$ cat config.mk
export PLATFORM = sky130hd
export DESIGN_NAME = reg_ready_scoreboard
export DESIGN_NICKNAME = d
export VERILOG_FILES = /design/src/rtl/reg_ready_scoreboard.sv
export SDC_FILE = /design/constraint.sdc
export NUM_CORES = 1
export LEC_CHECK = 0
export ABC_AREA = 1
export BUFFER_PORTS_ARGS = -buffer_cell sky130_fd_sc_hd__buf_2
export CAP_MARGIN = 20
export CORE_MARGIN = 3
export CORE_UTILIZATION = 50
export DETAILED_ROUTE_END_ITERATION = 12
export PLACE_DENSITY = 0.76
export SYNTH_ARGS = -nofsm -noshare
export SYNTH_HDL_FRONTEND = slang
export SYNTH_SLANG_ARGS = --single-unit
export TNS_END_PERCENT = 1
$ cat constraint.sdc
create_clock -name clk -period 2.6 [get_ports clk]
set_input_delay 0.13 -clock clk [delete_from_list [all_inputs] [get_ports clk]]
set_output_delay 0.13 -clock clk [all_outputs]
set_load 0.1 [all_outputs]
$ cat src/rtl/reg_ready_scoreboard.sv
module reg_ready_scoreboard #(
  parameter int INT_PREGS = 24,
  parameter int FP_PREGS  = 16,
  parameter int ENTRIES   = 8,
  parameter int TAG_W     = 6,
  localparam int NPREG    = INT_PREGS + FP_PREGS,
  localparam int SLOT_W   = (ENTRIES > 1) ? $clog2(ENTRIES) : 1
) (
  input  logic              clk,
  input  logic              rst_n,
  input  logic              disp_valid,
  input  logic [SLOT_W-1:0] disp_slot,
  input  logic              disp_src0_used,
  input  logic [TAG_W-1:0]  disp_src0_tag,
  input  logic              disp_src0_hint,
  input  logic              disp_src1_used,
  input  logic [TAG_W-1:0]  disp_src1_tag,
  input  logic              disp_src1_hint,
  input  logic              disp_dst_used,
  input  logic [TAG_W-1:0]  disp_dst_tag,
  input  logic              cmpl_valid,
  input  logic [TAG_W-1:0]  cmpl_tag,
  input  logic [ENTRIES-1:0] squash_mask,
  output logic [ENTRIES-1:0] entry_ready,
  output logic [NPREG-1:0]  reg_ready,
  output logic              dst_conflict
);

  function automatic logic tracked(input logic [TAG_W-1:0] t);
    return int'(t) < NPREG;
  endfunction

  logic [NPREG-1:0]   sb_q;
  logic [ENTRIES-1:0] vld_q, r0_q, r1_q, waits;
  logic [TAG_W-1:0]   t0_q [ENTRIES];
  logic [TAG_W-1:0]   t1_q [ENTRIES];

  logic cmpl_hit, dst_hit, s0_rdy, s1_rdy;

  assign cmpl_hit = cmpl_valid && tracked(cmpl_tag);
  assign dst_hit  = disp_valid && disp_dst_used && tracked(disp_dst_tag);

  assign s0_rdy = !disp_src0_used || disp_src0_hint || !tracked(disp_src0_tag) ||
                  sb_q[disp_src0_tag] || (cmpl_hit && cmpl_tag == disp_src0_tag);
  assign s1_rdy = !disp_src1_used || disp_src1_hint || !tracked(disp_src1_tag) ||
                  sb_q[disp_src1_tag] || (cmpl_hit && cmpl_tag == disp_src1_tag);

  genvar r;
  generate
    for (r = 0; r < NPREG; r++) begin : g_reg
      always_ff @(posedge clk or negedge rst_n) begin
        if (!rst_n)
          sb_q[r] <= 1'b0;
        else if (dst_hit && disp_dst_tag == TAG_W'(r))
          sb_q[r] <= 1'b0;
        else if (cmpl_hit && cmpl_tag == TAG_W'(r))
          sb_q[r] <= 1'b1;
      end
    end
  endgenerate

  genvar i;
  generate
    for (i = 0; i < ENTRIES; i++) begin : g_ent
      logic wr;
      assign wr = disp_valid && disp_slot == SLOT_W'(i);

      always_ff @(posedge clk or negedge rst_n) begin
        if (!rst_n) begin
          vld_q[i] <= 1'b0;
          r0_q[i]  <= 1'b0;
          r1_q[i]  <= 1'b0;
          t0_q[i]  <= '0;
          t1_q[i]  <= '0;
        end else if (wr) begin
          vld_q[i] <= 1'b1;
          r0_q[i]  <= s0_rdy;
          r1_q[i]  <= s1_rdy;
          t0_q[i]  <= disp_src0_tag;
          t1_q[i]  <= disp_src1_tag;
        end else begin
          if (squash_mask[i]) vld_q[i] <= 1'b0;
          if (cmpl_hit && vld_q[i] && t0_q[i] == cmpl_tag) r0_q[i] <= 1'b1;
          if (cmpl_hit && vld_q[i] && t1_q[i] == cmpl_tag) r1_q[i] <= 1'b1;
        end
      end

      assign waits[i] = vld_q[i] && !squash_mask[i] &&
                        ((!r0_q[i] && t0_q[i] == disp_dst_tag) ||
                         (!r1_q[i] && t1_q[i] == disp_dst_tag));
    end
  endgenerate

  assign entry_ready  = vld_q & r0_q & r1_q;
  assign reg_ready    = sb_q;
  assign dst_conflict = dst_hit && (|waits);

endmodule


==> impl_metrics.json <==
{
  "status": "complete, no violations",
  "grt_util_met1": 0.449,
  "track_usage": 0.350,
  "fin_crit_sh": 0.884,
  "drt_iter0_markers": 1463,
  "row_count": 52,
  "drv_slew": 0,
  "max_freq_mhz": 435,
  "synth_warnings": 0,
  "finalSetupViolations": 0,
  "pwr-share-comb": 0.321,
  "wl_per_cell_um": 20.3,
  "min_path_type": "input port to flip-flop",
  "cts_setup_buffers": 0,
  "clock_sink_count": 160,
  "gr-max-usage-layer": "met2",
  "use_met2": 0.536,
  "cp_common_cell": "nand2_1",
  "grt_max_degree": 77,
  "viasPerCell": 5.92,
  "path_buf_inv": 2,
  "crit_chain": "inv_1 -> o21ai_0 -> nor3_1 -> nand2_1 -> nand2_1 -> nand2_1 -> nand2_1 -> nor2_1 -> a21oi_1 -> buf_12",
  "min_delay_path_depth": 3,
  "drtPass1Iterations": 6,
  "synth_top_area_frac": 0.384,
  "power.share.clock": 0.294,
  "cts_tree": "done",
  "die_area_um2": 22600,
  "antenna_left": 0,
  "multi_input_area_um2": 5320,
  "cap_violations": 0,
  "synthCells": 1566,
  "critPathKind": "flip-flop to output port",
  "cp_top_family": "simple AND/OR/NAND/NOR gates",
  "hp-start": "disp_src0_tag[5]",
  "switching_share": 0.407,
  "ys_seq_area_frac": 0.384,
  "cts_root_buf": "clkbuf_16",
  "clock_path_buffers": 2,
  "powerDensity_nw_per_um2": 743,
  "fin_setup_tns_ns": 0,
  "dp_hpwl_um": 26500,
  "layout_min_cycle_time_ns": 2.30,
  "insertion_delay_ns": 0.44,
  "synth_edf_count": 0,
  "io_pins": 93,
  "hold_violations": 0,
  "arrival_ns": 2.17,
  "cts_buffers": 17,
  "rsz0062_at_grt": "no",
  "drive_gt1_frac": 0.119,
  "grt_pass1_wl_um": 60300,
  "irDropWorstVdd_uv": 668,
  "seqPwrFrac": 0.385,
  "n_antenna_cell": 0,
  "met3_usage": 0.0783,
  "hold-worst-slack_ns": 0.0100,
  "design_power_total_mw": 8.81,
  "cp_max_fo": 4,
  "fin_skew_ns": 0.0104,
  "core-area_um2": 20400,
  "wl_um": 39300,
  "required_ns": 2.47,
  "end_kind": "output port",
  "r2r_cells": 10,
  "nNetsFinal": 1699,
  "antenna_found_initial": 1,
  "ys_top_cells_by_area": "dfrtp_1, nand2_1, nor2_1",
  "htree_num_levels": 4,
  "rr_startpoint": "reg_ready[12]",
  "clkTransAtPathRegs_ns": 0.06,
  "ys_types": 31,
  "p_int_mw": 5.22,
  "slowest_delay_ns": 0.38,
  "start_kind": "flip-flop",
  "drc": 0,
  "worst_slew_pin_slew_ns": 0.761,
  "r2r_end": "r1_q[3]",
  "ctsResizeCount": 0,
  "hold_end": "t0_q[29]",
  "ys_ff_latch": 160,
  "die_height_um": 150,
  "gr-total-overflow": 0,
  "area_growth_pct": 13.8,
  "seq_area_um2": 4000,
  "maxSlewHeadroom": 0.492,
  "crit_slowest_cell": "dfrtp_1",
  "globalplace.congestion": 1.00,
  "synth_area_leader_cell": "dfrtp_1",
  "power.switching_mw": 3.59,
  "initial_core_util": 0.512,
  "die_x_um": 150,
  "synthArstFlopShare": 1.00,
  "crit_cells": 10,
  "fillerInstances": 1912,
  "avgSynthCellArea_um2": 6.65,
  "grt_pass1_vias": 10894,
  "synth_most_common_cell": "nand2_1",
  "dr_total_vias": 11472,
  "synth-main-ff-cell": "dfrtp_1",
  "leakage_nw": 5.76,
  "portBuffers": 92,
  "syn_area_um2": 10400,
  "ff2ff_setup_slack_ns": 0.84,
  "ys_top_cells_by_count": "nand2_1, nor2_1, inv_1, dfrtp_1, o21ai_0",
  "syn_nets": 1610
}
power by group through the flow:
stage          sequential, mW  combinational [mW]  clock, mW
4_1_cts                  3.37                2.78       2.59
2_1_floorplan            4.00                1.41          0
6_report                 3.39                2.83       2.59
3_5_place_dp             3.40                2.76          0
5_1_grt                  3.43                3.06       2.70
3_3_place_gp             3.39                2.71          0
worst max-delay path by stage:
stage               startpoint            to  slack (ns)
2_1_floorplan  disp_dst_tag[5]  dst_conflict       0.009
3_3_place_gp   disp_dst_tag[2]  dst_conflict        0.55
3_5_place_dp   disp_dst_tag[2]  dst_conflict        0.53
4_1_cts               t0_q[35]  dst_conflict        0.33
5_1_grt               t1_q[15]  dst_conflict        0.19
6_report              t1_q[12]  dst_conflict        0.30
routing by layer:
metal  up-vias  wire (um)
met2       841      17000
met1      5237      14200
li1       5161          -
met5         -          9
met4         2       2770
met3       231       5310
per-stage QoR:
step	instances	utilization	instance area (um^2)	worst slack, ns
2_1_floorplan	1566	-	10400	0.00859
3_3_place_gp	1897	0.549	11200	0.546
3_5_place_dp	1897	0.549	11200	0.530
4_1_cts	1937	0.583	11900	0.326
5_1_grt	1937	0.583	11900	0.188
6_report	1937	0.583	11900	0.301
timing repair:
action                     in CTS  in global routing
hold buffers                    9                  0
setup endpoints to repair       0                  0
hold endpoints to repair       81                  0
worst register-to-register path: stages (launching register included):
cell     delay (ns)
dfrtp_1        0.46
nand2_1        0.08
nand2_1        0.07
nand2_1        0.05
nand3_1        0.09
nand3_1        0.09
nand3_1        0.14
nand3_2        0.27
nand2_2        0.29
nand2_1        0.08
nand2_1        0.07
cell type report:
cell class	count	area share
clock buffers	21	0.0380
inverters	179	0.0566
multi-input cells	1151	0.448
well taps	270	0.0285
clock inverters	10	0.0116
flip-flops and latches	160	0.337
repair buffers	146	0.0798
cells by family after synthesis:
group                     synth area share
and+or+nand+nor                      0.352
DFF                                  0.384
AOI/OAI and AO/OA                    0.110
xor gates and xnor gates            0.0479
buffers and inverters                0.106
cells in the final DEF, fill, tap and decap left out:
cell	instances
nand3_1	95
clkinv_4	2
nor2_4	1
dlygate4sd3_1	9
buf_12	4
o21ai_1	4
nor3b_1	2
inv_2	13
nor2_1	211
o31ai_1	1
nand2_2	1
clkbuf_16	17
o211ai_2	1
nand2_1	453
xnor2_1	20
a21oi_1	51
inv_1	162
o211ai_1	17
buf_4	42
nand4_1	39
a31oi_1	5
or2_2	9
buf_2	90
clkbuf_1	3
clkbuf_8	1
dfrtp_1	160
clkinv_2	3
bufinv_16	3
xor2_1	37
clkinvlp_4	2
nor4_1	17
nand3_2	1
clkinv_1	4
buf_6	1
o21ai_0	133
nor3_1	42
o22ai_1	4
nor2_2	7
sequential cells by signal (all words and copies together), names as in the netlist:
register	cells
r0_q	8
r1_q	8
reg_ready	40
t0_q	48
t1_q	48
vld_q	8
(Power assumes the default switching activity.)
